### src/rtl/smbclk_pkg.sv
package smbclk_pkg;
   localparam int NBYTES = 3;
   localparam int IDX_W  = 2;

   typedef enum logic [2:0] {
      S_IDLE, S_RX, S_ACK, S_TX, S_MACK, S_WAIT
   } xfer_st_t;

   typedef enum logic [1:0] {
      G_ADDR, G_CMD, G_CNT, G_DATA
   } stage_t;

   // writable positions per byte; the rest are pin mirrors
   function automatic logic [7:0] rw_mask(input int b);
      case (b)
         0:       return 8'hE8;
         1:       return 8'h7F;
         default: return 8'hFF;
      endcase
   endfunction

   function automatic logic [7:0] rst_val(input int b);
      case (b)
         0:       return 8'h08;
         1:       return 8'h07;
         default: return 8'h00;
      endcase
   endfunction
endpackage

### src/rtl/smbclk_linesync.sv
module smbclk_linesync #(
   parameter int STAGES = 2
) (
   input  logic clk,
   input  logic rst_n,
   input  logic scl_i,
   input  logic sda_i,
   output logic scl_s,
   output logic sda_s,
   output logic scl_rise,
   output logic scl_fall,
   output logic start_det,
   output logic stop_det
);
   logic [STAGES-1:0] scl_p, sda_p;
   logic              scl_q, sda_q;

   generate
      if (STAGES < 2) begin : g_bad
         $error("smbclk_linesync: STAGES must be at least 2");
      end
      for (genvar k = 0; k < STAGES; k++) begin : g_chain
         if (k == 0) begin : g_first
            always_ff @(posedge clk or negedge rst_n)
               if (!rst_n) begin
                  scl_p[0] <= 1'b1;
                  sda_p[0] <= 1'b1;
               end else begin
                  scl_p[0] <= scl_i;
                  sda_p[0] <= sda_i;
               end
         end else begin : g_next
            always_ff @(posedge clk or negedge rst_n)
               if (!rst_n) begin
                  scl_p[k] <= 1'b1;
                  sda_p[k] <= 1'b1;
               end else begin
                  scl_p[k] <= scl_p[k-1];
                  sda_p[k] <= sda_p[k-1];
               end
         end
      end
   endgenerate

   assign scl_s = scl_p[STAGES-1];
   assign sda_s = sda_p[STAGES-1];

   always_ff @(posedge clk or negedge rst_n)
      if (!rst_n) begin
         scl_q <= 1'b1;
         sda_q <= 1'b1;
      end else begin
         scl_q <= scl_s;
         sda_q <= sda_s;
      end

   assign scl_rise  = scl_s & ~scl_q;
   assign scl_fall  = ~scl_s & scl_q;
   assign start_det = scl_s & scl_q & sda_q & ~sda_s;
   assign stop_det  = scl_s & scl_q & ~sda_q & sda_s;
endmodule

### src/rtl/smbclk_xfer.sv
module smbclk_xfer
   import smbclk_pkg::*;
#(
   parameter logic [7:0] WR_ADDR = 8'hD2
) (
   input  logic             clk,
   input  logic             rst_n,
   input  logic             sda_s,
   input  logic             scl_rise,
   input  logic             scl_fall,
   input  logic             start_det,
   input  logic             stop_det,
   input  logic [7:0]       rd_data,
   output logic [IDX_W-1:0] rd_idx,
   output logic             wr_stb,
   output logic [IDX_W-1:0] wr_idx,
   output logic [7:0]       wr_data,
   output logic             sda_oe
);
   localparam logic [7:0] RD_ADDR = WR_ADDR | 8'h01;
   localparam logic [7:0] COUNT_B = 8'(NBYTES);

   xfer_st_t         st;
   stage_t           stage;
   logic             rw;
   logic             ack_seen;
   logic [3:0]       cnt;
   logic [7:0]       shreg;
   logic [IDX_W-1:0] idx;

   function automatic logic [IDX_W-1:0] idx_next(input logic [IDX_W-1:0] i);
      return (i == IDX_W'(NBYTES - 1)) ? '0 : i + 1'b1;
   endfunction

   assign rd_idx = idx;

   always_ff @(posedge clk or negedge rst_n)
      if (!rst_n) begin
         st       <= S_IDLE;
         stage    <= G_ADDR;
         rw       <= 1'b0;
         ack_seen <= 1'b0;
         cnt      <= '0;
         shreg    <= '0;
         idx      <= '0;
         wr_stb   <= 1'b0;
         wr_idx   <= '0;
         wr_data  <= '0;
         sda_oe   <= 1'b0;
      end else begin
         wr_stb <= 1'b0;
         if (start_det) begin
            st     <= S_RX;
            stage  <= G_ADDR;
            cnt    <= '0;
            sda_oe <= 1'b0;
         end else if (stop_det) begin
            st     <= S_IDLE;
            sda_oe <= 1'b0;
         end else begin
            case (st)
               S_RX: begin
                  if (scl_rise && cnt != 4'd8) begin
                     shreg <= {shreg[6:0], sda_s};
                     cnt   <= cnt + 4'd1;
                  end else if (scl_fall && cnt == 4'd8) begin
                     cnt <= '0;
                     case (stage)
                        G_ADDR: begin
                           if (shreg == WR_ADDR) begin
                              sda_oe <= 1'b1;
                              st     <= S_ACK;
                              rw     <= 1'b0;
                              stage  <= G_CMD;
                           end else if (shreg == RD_ADDR) begin
                              sda_oe <= 1'b1;
                              st     <= S_ACK;
                              rw     <= 1'b1;
                              stage  <= G_CNT;
                              idx    <= '0;
                           end else begin
                              st <= S_WAIT;
                           end
                        end
                        G_CMD: begin
                           sda_oe <= 1'b1;
                           st     <= S_ACK;
                           stage  <= G_CNT;
                        end
                        G_CNT: begin
                           sda_oe <= 1'b1;
                           st     <= S_ACK;
                           stage  <= G_DATA;
                           idx    <= '0;
                        end
                        default: begin
                           sda_oe  <= 1'b1;
                           st      <= S_ACK;
                           wr_stb  <= 1'b1;
                           wr_idx  <= idx;
                           wr_data <= shreg;
                           idx     <= idx_next(idx);
                        end
                     endcase
                  end
               end
               S_ACK: begin
                  if (scl_fall) begin
                     cnt <= '0;
                     if (rw) begin
                        st <= S_TX;
                        if (stage == G_CNT) begin
                           shreg  <= COUNT_B;
                           sda_oe <= ~COUNT_B[7];
                           stage  <= G_DATA;
                        end else begin
                           shreg  <= rd_data;
                           sda_oe <= ~rd_data[7];
                           idx    <= idx_next(idx);
                        end
                     end else begin
                        sda_oe <= 1'b0;
                        st     <= S_RX;
                     end
                  end
               end
               S_TX: begin
                  if (scl_rise) begin
                     cnt <= cnt + 4'd1;
                  end else if (scl_fall) begin
                     if (cnt == 4'd8) begin
                        sda_oe   <= 1'b0;
                        st       <= S_MACK;
                        ack_seen <= 1'b0;
                     end else begin
                        shreg  <= {shreg[6:0], 1'b0};
                        sda_oe <= ~shreg[6];
                     end
                  end
               end
               S_MACK: begin
                  if (scl_rise) begin
                     ack_seen <= ~sda_s;
                  end else if (scl_fall) begin
                     if (ack_seen) begin
                        st     <= S_TX;
                        cnt    <= '0;
                        shreg  <= rd_data;
                        sda_oe <= ~rd_data[7];
                        idx    <= idx_next(idx);
                     end else begin
                        st <= S_WAIT;
                     end
                  end
               end
               default: ;
            endcase
         end
      end
endmodule

### src/rtl/smbclk_regbank.sv
module smbclk_regbank
   import smbclk_pkg::*;
(
   input  logic                clk,
   input  logic                rst_n,
   input  logic                wr_stb,
   input  logic [IDX_W-1:0]    wr_idx,
   input  logic [7:0]          wr_data,
   input  logic [IDX_W-1:0]    rd_idx,
   output logic [7:0]          rd_data,
   input  logic                cpu_halt_n_pin,
   input  logic                pci_halt_n_pin,
   input  logic [2:0]          fsel_pin,
   input  logic                mul_pin,
   output logic [NBYTES*8-1:0] cfg_o,
   output logic                pci_halt_n_o
);
   logic [7:0] q      [NBYTES];
   logic [7:0] rd_val [NBYTES];

   generate
      if (NBYTES != 3) begin : g_bad
         $error("smbclk_regbank: bank layout assumes three bytes");
      end
      for (genvar g = 0; g < NBYTES; g++) begin : g_byte
         localparam logic [7:0] M = rw_mask(g);
         always_ff @(posedge clk or negedge rst_n)
            if (!rst_n)
               q[g] <= rst_val(g);
            else if (wr_stb && wr_idx == IDX_W'(g))
               q[g] <= (q[g] & ~M) | (wr_data & M);

         assign cfg_o[g*8 +: 8] = q[g];

         if (g == 0) begin : g_b0
            assign rd_val[g] = {q[g][7:5], cpu_halt_n_pin,
                                q[g][3] & pci_halt_n_pin, fsel_pin};
         end else if (g == 1) begin : g_b1
            assign rd_val[g] = {mul_pin, q[g][6:0]};
         end else begin : g_bn
            assign rd_val[g] = q[g];
         end
      end
   endgenerate

   assign pci_halt_n_o = q[0][3] & pci_halt_n_pin;

   always_comb begin
      rd_data = '0;
      for (int i = 0; i < NBYTES; i++)
         if (rd_idx == IDX_W'(i)) rd_data = rd_val[i];
   end
endmodule

### src/rtl/smbclk_slave.sv
module smbclk_slave
   import smbclk_pkg::*;
#(
   parameter logic [7:0] WR_ADDR     = 8'hD2,
   parameter int         SYNC_STAGES = 2
) (
   input  logic                clk,
   input  logic                rst_n,
   input  logic                scl_i,
   input  logic                sda_i,
   output logic                sda_oe,
   input  logic                cpu_halt_n_pin,
   input  logic                pci_halt_n_pin,
   input  logic [2:0]          fsel_pin,
   input  logic                mul_pin,
   output logic [NBYTES*8-1:0] cfg_o,
   output logic                pci_halt_n_o
);
   generate
      if (WR_ADDR[0] != 1'b0) begin : g_bad_addr
         $error("smbclk_slave: WR_ADDR must have bit 0 clear");
      end
   endgenerate

   logic             scl_s, sda_s, scl_rise, scl_fall, start_det, stop_det;
   logic             wr_stb;
   logic [IDX_W-1:0] wr_idx, rd_idx;
   logic [7:0]       wr_data, rd_data;

   smbclk_linesync #(.STAGES(SYNC_STAGES)) u_sync (
      .clk(clk), .rst_n(rst_n), .scl_i(scl_i), .sda_i(sda_i),
      .scl_s(scl_s), .sda_s(sda_s), .scl_rise(scl_rise), .scl_fall(scl_fall),
      .start_det(start_det), .stop_det(stop_det)
   );

   smbclk_xfer #(.WR_ADDR(WR_ADDR)) u_xfer (
      .clk(clk), .rst_n(rst_n), .sda_s(sda_s), .scl_rise(scl_rise),
      .scl_fall(scl_fall), .start_det(start_det), .stop_det(stop_det),
      .rd_data(rd_data), .rd_idx(rd_idx), .wr_stb(wr_stb), .wr_idx(wr_idx),
      .wr_data(wr_data), .sda_oe(sda_oe)
   );

   smbclk_regbank u_regs (
      .clk(clk), .rst_n(rst_n), .wr_stb(wr_stb), .wr_idx(wr_idx),
      .wr_data(wr_data), .rd_idx(rd_idx), .rd_data(rd_data),
      .cpu_halt_n_pin(cpu_halt_n_pin), .pci_halt_n_pin(pci_halt_n_pin),
      .fsel_pin(fsel_pin), .mul_pin(mul_pin), .cfg_o(cfg_o),
      .pci_halt_n_o(pci_halt_n_o)
   );
endmodule

### config.mk
export PLATFORM = sky130hd
export DESIGN_NAME = smbclk_slave
export DESIGN_NICKNAME = d
export VERILOG_FILES = /design/src/rtl/smbclk_pkg.sv /design/src/rtl/smbclk_linesync.sv /design/src/rtl/smbclk_xfer.sv /design/src/rtl/smbclk_regbank.sv /design/src/rtl/smbclk_slave.sv
export SDC_FILE = /design/constraint.sdc
export NUM_CORES = 1
export LEC_CHECK = 0
export BUFFER_PORTS_ARGS = -buffer_cell sky130_fd_sc_hd__buf_4
export CORE_UTILIZATION = 45
export CTS_BUF_LIST = sky130_fd_sc_hd__clkbuf_2 sky130_fd_sc_hd__clkbuf_4 sky130_fd_sc_hd__clkbuf_8
export DETAILED_ROUTE_END_ITERATION = 12
export PLACE_DENSITY_LB_ADDON = 0.25
export SYNTH_ARGS = -nofsm -noshare
export SYNTH_HDL_FRONTEND = slang
export SYNTH_SLANG_ARGS = --single-unit
export TNS_END_PERCENT = 20
### constraint.sdc
create_clock -name clk -period 3.2 [get_ports clk]
set_input_delay 0.16 -clock clk [delete_from_list [all_inputs] [get_ports clk]]
set_output_delay 0.16 -clock clk [all_outputs]
set_load 0.01 [all_outputs]
## Word-level counts from Yosys, hierarchy flattened

Index checks and enable logic that the tools add are counted.

- Bits in registers: 63

- Equal/unequal tests: 54
- Bitwise logic cells: 20
- Add/subtract/negate cells: 2
- Reduce and logical (&&, ||, !) cells: 25
- Multiplexer cells: 93

Operators by type and width:

| cell | number |
|---|---|
| 8-bit two-way mux | 13 |
| 2-bit two-way mux | 21 |
| 3-bit two-way mux | 14 |
| 4-bit two-way mux | 9 |
| 8-bit one-hot mux with 4 select lines | 1 |
| 1-bit two-way mux | 27 |
| 3-bit by 2-bit != test with 1-bit output, second input constant | 8 |
| 4-bit by 3-bit != test with 1-bit output, second input constant | 6 |
| 2-bit by 1-bit != test with 1-bit output, second input constant | 9 |
| 2-bit one-hot mux with 3 select lines | 3 |
| 9-bit AND reduction | 2 |
| 8-bit == test, second input constant | 2 |
| 4-bit != test, second input constant | 4 |
| 4-bit one-hot mux with 4 select lines | 1 |
| 2-bit != test, second input constant | 7 |
| 14-bit AND reduction | 1 |
| 7-bit AND reduction | 2 |
| 3-bit one-hot mux with 4 select lines | 1 |
| 12-bit AND reduction | 1 |
| 5-bit by 3-bit != test with 1-bit output, second input constant | 2 |
| 1-bit inverter | 10 |
| 10-bit AND reduction | 1 |
| 3-bit != test, second input constant | 3 |
| 1-bit AND | 8 |
| other kinds (25) | 38 |

## Logic depth before layout (Yosys ltp)

Gate-level depths: netlist of run 1.

- Depth after elaboration: 11
- Mapped depth: 8
- Depth with buffers taken out: 7

## Modules after synthesis

Synthesis of run 1 repeated with hierarchy kept, for this count alone.

- Cell total of the unflattened synthesis: 294
- Area, all modules: 3236.9 µm²

By module, submodules not included:

| module | times used | cells each | area each (µm²) |
|---|---|---|---|
| smbclk_xfer | 1 | 215 | 2074.5 |
| smbclk_regbank | 1 | 69 | 972.2 |
| smbclk_linesync | 1 | 10 | 190.2 |

## Worst setup path after synthesis of run 1

OpenSTA, ideal clock, no wires.

- Kind: flip-flop to flip-flop
- Start: reg u_xfer.st[2]
- End: reg u_xfer.cnt[2]
- Data required time: 3078 ps
- Library setup time: 122 ps
- Period minus slack after synthesis: 1844 ps
- Cell stages (with the launch flop): 8
- Path buffers: 2
- Data arrival time: 1723 ps
- Slack: 1356 ps
- Path through: dfrtp_1 buf_2 buf_6 nor3b_1 o211ai_1 a22oi_1 a21oi_1 a32o_1

- Cells in the longest elaborated chain, start to end: 4
- Elaborated cells between the ends (all ways): 15
- Classes of those cells: eq/ne (10); mux (3); reduce/logical (2)

RTL lines:

| element | line | text |
|---|---|---|
| start: declaration | smbclk_xfer.sv:23 | `xfer_st_t st;` |
| start signal: assignment | smbclk_xfer.sv:39 | `st <= S_IDLE;` |
| start signal: assignment | smbclk_xfer.sv:53 | `st <= S_RX;` |
| start signal: assignment | smbclk_xfer.sv:58 | `st <= S_IDLE;` |
| 3-bit == test, or another cell as far along | smbclk_xfer.sv:61 | `case (st)` |
| 4-bit one-hot mux with 4 select lines | smbclk_xfer.sv:61 |  |
| 4-bit two-way mux | smbclk_xfer.sv:57 | `end else if (stop_det) begin` |
| 4-bit two-way mux | smbclk_xfer.sv:52 | `if (start_det) begin` |
| end signal: assignment | smbclk_xfer.sv:65 | `cnt <= cnt + 4'd1;` |
| end signal: assignment | smbclk_xfer.sv:129 | `cnt <= cnt + 4'd1;` |
| end: declaration | smbclk_xfer.sv:27 | `logic [3:0] cnt;` |

Parallel ways exist; a longest one is shown, timed or not. The select of a mux whose other input is x is not followed.
A chain may end at the register's enable or synchronous reset.

## Worst setup path after layout of run 1

- Start: reg u_xfer.st[0]
- End: reg u_xfer.wr_data[2]

- Cells in the longest elaborated chain, start to end: 2

RTL lines:

| element | line | text |
|---|---|---|
| 3-bit by 1-bit == test with 1-bit output | smbclk_xfer.sv:61 |  |
| 6-bit AND reduction (no line) | - |  |
| end signal: assignment | smbclk_xfer.sv:101 | `wr_data <= shreg;` |
| end: declaration | smbclk_xfer.sv:17 | `output logic [7:0] wr_data,` |

Every way passes these cells.

==> impl_metrics.env, run 1 <==
export IMPL_yosysWarnings=0
export IMPL_holdCritStartpoint="u_sync.scl_p[0]"
export IMPL_worstPathArrival_ps=2580
export IMPL_dieArea_mm2=0.007573
export IMPL_synth_cell_type_count=57
export IMPL_max_freq_mhz=422.1
export IMPL_grt_pass1_wl_mm=11.72
export IMPL_rrSetupSlack_ps=830
export IMPL_status="complete, no violations"
export IMPL_synth_area_per_cell_um2=10.81
export IMPL_power_density_mw_per_mm2=520.3
export IMPL_rows=30
export IMPL_postSynth_asyncResetShare=1.000
export IMPL_via_per_inst=5.649
export IMPL_antenna_found_initial=0
export IMPL_synth_cells=301
export IMPL_slew_violations=0
export IMPL_setup_viol=0
export IMPL_synth_most_common_cell="dfrtp_1"
export IMPL_p_leak_nw=1.688
export IMPL_gp_congestion=0.9053
export IMPL_muxShareOfSynthArea=0.1719
export IMPL_hold_depth=0
export IMPL_tightest_slew_ps=736.0
export IMPL_synth_area_leaders="dfrtp_1 37%, mux2_2 14%, dfstp_2 8.1%"
export IMPL_cp_max_fo=20
export IMPL_yosys_area_share_simple=0.1465
export IMPL_r2r_cells=4
export IMPL_crit_path_start="u_xfer.st[0]"
export IMPL_yosys_area_top_type="dfrtp_1"
export IMPL_nNetsFinal=348
export IMPL_hold_viol_final=0
export IMPL_fin_worst_skew_ps=9.529
export IMPL_drtAntennaViolNets=0
export IMPL_syn_area_mm2=0.003253
export IMPL_finalSetupTns_ps=0
export IMPL_drc=0
export IMPL_drt_total_wl_mm=6.957
export IMPL_worstPathRequired_ps=3410
export IMPL_grt_start_max_net_pins=59
export IMPL_synthTopCellsByCount="48 x dfrtp_1, 39 x mux2_2, 19 x nand2_1, 13 x o21ai_0"
export IMPL_clkSinkCount=58
export IMPL_wl_per_cell_um=16.07
export IMPL_crit_path_end_kind="register"
export IMPL_synthFlopType="dfrtp_1"
export IMPL_synth_seq_cells=58
export IMPL_fillers=633
export IMPL_cts_buffers_inserted=9
export IMPL_start_util=0.4710
export IMPL_cts_tree="done"
export IMPL_vias=2446
export IMPL_synth_top_family_by_area="multiplexers"
export IMPL_core_area_mm2=0.006907
export IMPL_hp_class="register to register"
export IMPL_n_antenna_cell=0
export IMPL_synth_xor_area_frac=0.002692
export IMPL_slew_headroom=0.5094
export IMPL_drtIter0Drc=258
export IMPL_grt_usage=0.2049
export IMPL_total_power_w=0.001974
export IMPL_worstSetupPathType="register to register"
export IMPL_clock_latency_ps=340
export IMPL_synth_edf_count=0
export IMPL_ir_drop_mv=0.3081
export IMPL_yosysSeqAreaShare=0.4500
export IMPL_grt_pass1_vias=2307
export IMPL_rsz0062_at_grt="no"
export IMPL_period_needed_ps=2369
export IMPL_place_hpwl_mm=4.689
export IMPL_die_w_um=87.03
export IMPL_synthToLayoutAreaGrowth_pct=16.62
export IMPL_grt_overflow=0
export IMPL_cts_root_buf="clkbuf_8"
export IMPL_synth_top_area_frac=0.3692
export IMPL_h_tree_depth=3
export IMPL_io_buffers=30
export IMPL_ios=36
export IMPL_cts_resized=0
export IMPL_synth_compound_area_frac=0.1573
export IMPL_synthAdderAreaFrac=0.02308
export IMPL_clk_pin_slew_worst_paths_ps=70
export IMPL_cap_violations=0
export IMPL_dieHeight_um=87.03
export IMPL_clock_path_buffers=2
export IMPL_drtPass1Iterations=4
export IMPL_r2r_start="u_xfer.st[0]"
export IMPL_drive_gt1_frac=0.3086
export IMPL_start_kind="register"
export IMPL_fin_crit_sh=0.7403
cell usage in the layout, fill, tap and decap left out, drive strengths merged, types with 3 or more instances in the layout:
master / count
dfrtp: 48
mux2: 39
buf: 31
nand2: 19
o21ai: 14
inv: 12
mux2i: 12
nor2: 12
clkbuf: 12
nor2b: 10
dfstp: 10
a21oi: 9
a22oi: 7
nand2b: 6
nand3: 6
ha: 6
nor3: 6
nor3b: 6
nand3b: 5
a31oi: 5
a211oi: 5
a22o: 5
conb: 5
o21a: 3
o22ai: 3
a221o: 3
bufinv: 3
dlygate4sd3: 3
o221ai: 3
sequential cells by signal, summed over array words and instances (netlist names):
register and flops:
u_regs.cfg_o 19, u_sync.scl_p 1, u_sync.scl_q 1, u_sync.scl_s 1, u_sync.sda_p 1, u_sync.sda_q 1
u_sync.sda_s 1, u_xfer.ack_seen 1, u_xfer.cnt 4, u_xfer.rd_idx 2, u_xfer.rw 1, u_xfer.sda_oe 1
u_xfer.shreg 8, u_xfer.st 3, u_xfer.stage 2, u_xfer.wr_data 8, u_xfer.wr_idx 2, u_xfer.wr_stb 1
metal layers:
metal / global-route usage / up-vias / share of wire
met5: 0 / - / 0
met4: 0.07879 / 0 / 0.019
met3: 0.04550 / 12 / 0.062
met2: 0.2928 / 81 / 0.43
met1: 0.3010 / 1192 / 0.49
li1: - / 1161 / -
repair_timing:
action,in CTS,in global routing
endpoints found under the hold margin,50,0
hold buffers,3,0
setup buffers,0,0
power by group:
group / switching (W) / internal (W) / leakage [nW]
Combinational: 0.000109 / 0.000130 / 0.810
Clock: 0.000306 / 0.000558 / 0.128
Sequential: 0.0000699 / 0.000802 / 0.751
Total: 0.000484 / 0.00149 / 1.69
stage by stage:
stage | utilization | std cells | hold WS, ps | area, um2 | setup WS (ps)
after CTS | 0.5493 | 433 | 358.7 | 3794 | 807.4
after detailed placement | 0.5085 | 414 | 269.4 | 3512 | 853.6
after floorplan | - | 305 | -135.6 | 3268 | 1356
after global placement | 0.5085 | 414 | 268.0 | 3512 | 845.9
final | 0.5493 | 433 | 356.7 | 3794 | 831.0
after global routing | 0.5493 | 433 | 362.8 | 3794 | 668.7
worst paths after layout:
check | end
min reg2reg | u_sync.scl_s
max | u_xfer.wr_data[2]
max reg2reg | u_xfer.wr_data[2]
max in group asynchronous | u_xfer.stage[1]
min | u_sync.scl_s
min in group asynchronous | u_regs.cfg_o[12]
kinds of logic after synthesis:
kind of cell / count (synthesis)
AO/OA/AOI/OAI: 72
multiplexers: 51
other: 1
XOR/XNOR: 1
adder cells (fa/ha/maj): 6
AND/OR/NAND/NOR: 82
buffers and inverters: 30
flip-flops: 58
layout make-up:
type | instances | area [um2] | area share
Sequential cell | 58 | 1464 | 0.3859
Timing Repair Buffer | 34 | 262.8 | 0.06926
Clock buffer | 12 | 152.6 | 0.04024
Multi-Input combinational cell | 217 | 1650 | 0.4350
Inverter | 12 | 45.04 | 0.01187
Tap cell | 96 | 120.1 | 0.03166
Clock inverter | 4 | 98.84 | 0.02606
worst max-delay path, stage by stage (launching register included):
cell	delay (ps)
dfrtp_1	740
or3b_4	480
nor3_4	250
nand2_1	370
mux2_2	410
Note: power is estimated with default switching activity, not from simulation.
==> inputs of run 2 (changes only) <==
Clock period 3.2 ns to 2 ns, I/O delays scaled along.
==> impl_metrics.env, run 2 (synthesized netlist as in run 1, its figures left out) <==
export IMPL_status="complete, no violations"
export IMPL_core_area_mm2=0.006907
export IMPL_drtPass1Iterations=4
export IMPL_hp_class="input port to register"
export IMPL_fin_worst_skew_ps=6.700
export IMPL_period_needed_ps=1917
export IMPL_grt_pass1_wl_mm=11.81
export IMPL_drtAntennaViolNets=0
export IMPL_slew_violations=0
export IMPL_clock_latency_ps=340
export IMPL_power_density_mw_per_mm2=806.1
export IMPL_ios=36
export IMPL_total_power_w=0.003345
export IMPL_grt_pass1_vias=2404
export IMPL_setup_viol=0
export IMPL_critPathBufInv=2
export IMPL_final_util=0.6007
export IMPL_worstSetupPathType="register to register"
export IMPL_cp_max_fo=3
export IMPL_dpl_instance_area_mm2=0.003745
export IMPL_vias=2640
export IMPL_antenna_found_initial=0
export IMPL_clkSinkCount=58
export IMPL_largest_register_ffs=19
export IMPL_path_cells="inv_2 > ha_4 > nand3b_1 > o211ai_1 > a22oi_2 > buf_4 > a221o_1 > a32o_1"
export IMPL_p_leak_nw=1.886
export IMPL_rsz0062_at_grt="yes"
export IMPL_worstPathArrival_ps=2150
export IMPL_max_freq_mhz=521.5
export IMPL_synthToLayoutAreaGrowth_pct=27.54
export IMPL_start_util=0.4710
export IMPL_final_common_cell="buf_4"
export IMPL_cpMaxStageDelayCell="dfrtp_1"
export IMPL_tightest_slew_ps=725.4
export IMPL_n_antenna_cell=0
export IMPL_worstPathRequired_ps=2230
export IMPL_start_kind="register"
export IMPL_drtIter0Drc=185
export IMPL_rows=30
export IMPL_grt_start_max_net_pins=59
export IMPL_h_tree_depth=3
export IMPL_hold_viol_final=0
export IMPL_wl_per_cell_um=15.84
export IMPL_clock_path_buffers=2
export IMPL_grt_usage=0.2063
export IMPL_nNetsFinal=385
export IMPL_cts_tree="done"
export IMPL_crit_path_end_kind="register"
export IMPL_grt_overflow=0
export IMPL_place_hpwl_mm=5.130
export IMPL_cts_root_buf="clkbuf_8"
export IMPL_slowest_delay_ps=390
export IMPL_clk_pin_slew_worst_paths_ps=70
export IMPL_drt_total_wl_mm=7.445
export IMPL_cp_top_family="compound AO/OA/AOI/OAI gates"
export IMPL_whs_ps=330.1
export IMPL_fin_crit_sh=0.9587
export IMPL_slew_headroom=0.5164
export IMPL_dieHeight_um=87.03
export IMPL_via_per_inst=5.617
export IMPL_io_buffers=30
export IMPL_dieArea_mm2=0.007573
export IMPL_cap_violations=0
export IMPL_drive_gt1_frac=0.4144
export IMPL_cts_buffers_inserted=9
export IMPL_ir_drop_mv=0.5205
export IMPL_layout_common_cells="68 x buf_4, 45 x dfrtp_1, 39 x mux2_2"
export IMPL_die_w_um=87.03
export IMPL_drc=0
export IMPL_gp_congestion=0.8852
export IMPL_final_cell_area_mm2=0.004149
==> run 2: cell types whose count changed in the layout (fill, tap and decap cells not counted), moves of 2 or more <==
cell and change:
inv_2 +2, nor2b_1 -2, nor2b_2 +2, inv_1 -2, dfrtp_1 -3, buf_4 +37, dfrtp_2 +3, clkbuf_4 -2
==> run 2: worst min-delay path, cell delays in order <==
cell	delay (ps)
buf_4	80
mux2i_1	50
o21ai_0	160
a22o_1	120
mux2_2	130
==> run 2: what timing repair did <==
| item | in CTS | in global routing |
|---|---|---|
| endpoints found under the setup margin | 0 | 13 |
| hold endpoints to repair | 50 | 0 |
| setup buffers | 0 | 6 |
| hold buffers | 3 | 0 |
| resized for setup | 0 | 15 |
==> run 2: worst paths after layout <==
path	start	endpoint	slack [ps]	depth (start not counted)
max	u_xfer.cnt[0]	u_xfer.cnt[2]	80	8
min	cpu_halt_n_pin	u_xfer.shreg[4]	330	5
max reg2reg	u_xfer.cnt[0]	u_xfer.cnt[2]	80	8
min reg2reg	u_sync.sda_p[0]	u_sync.sda_s	360	0
max in group asynchronous	rst_n	u_xfer.st[2]	1120	2
min in group asynchronous	rst_n	u_xfer.wr_data[4]	370	2
==> run 2: metrics by stage <==
step	cells	setup slack, ps	TNS (ps)
after floorplan	305	155.8	0
after global placement	445	64.45	0
after detailed placement	445	44.73	0
after CTS	464	25.00	0
after global routing	470	-26.40	-35.62
final	470	82.52	0
==> run 2: layout make-up <==
type	count	area (um2)
well taps	96	120.1
multi-input cells	217	1700
fillers	599	2758
repair buffers	71	540.5
flip-flops and latches	58	1468
clock inverters	6	137.6
clock buffers	10	137.6
inverters	12	45.04
==> run 2: metal layers <==
layer / vias to the layer above / global-route usage / share of wire
li1: 1241 / - / -
met1: 1280 / 0.2976 / 0.46
met2: 105 / 0.2999 / 0.45
met3: 14 / 0.05024 / 0.071
met4: 0 / 0.07424 / 0.018
met5: - / 0 / 0
==> run 2: power by group <==
part | leakage (nW) | switching [W] | internal [W]
registers | 0.747 | 0.000103 | 0.00128
logic | 1.00 | 0.000208 | 0.000259
clock network | 0.137 | 0.000500 | 0.000992
total | 1.89 | 0.000811 | 0.00253
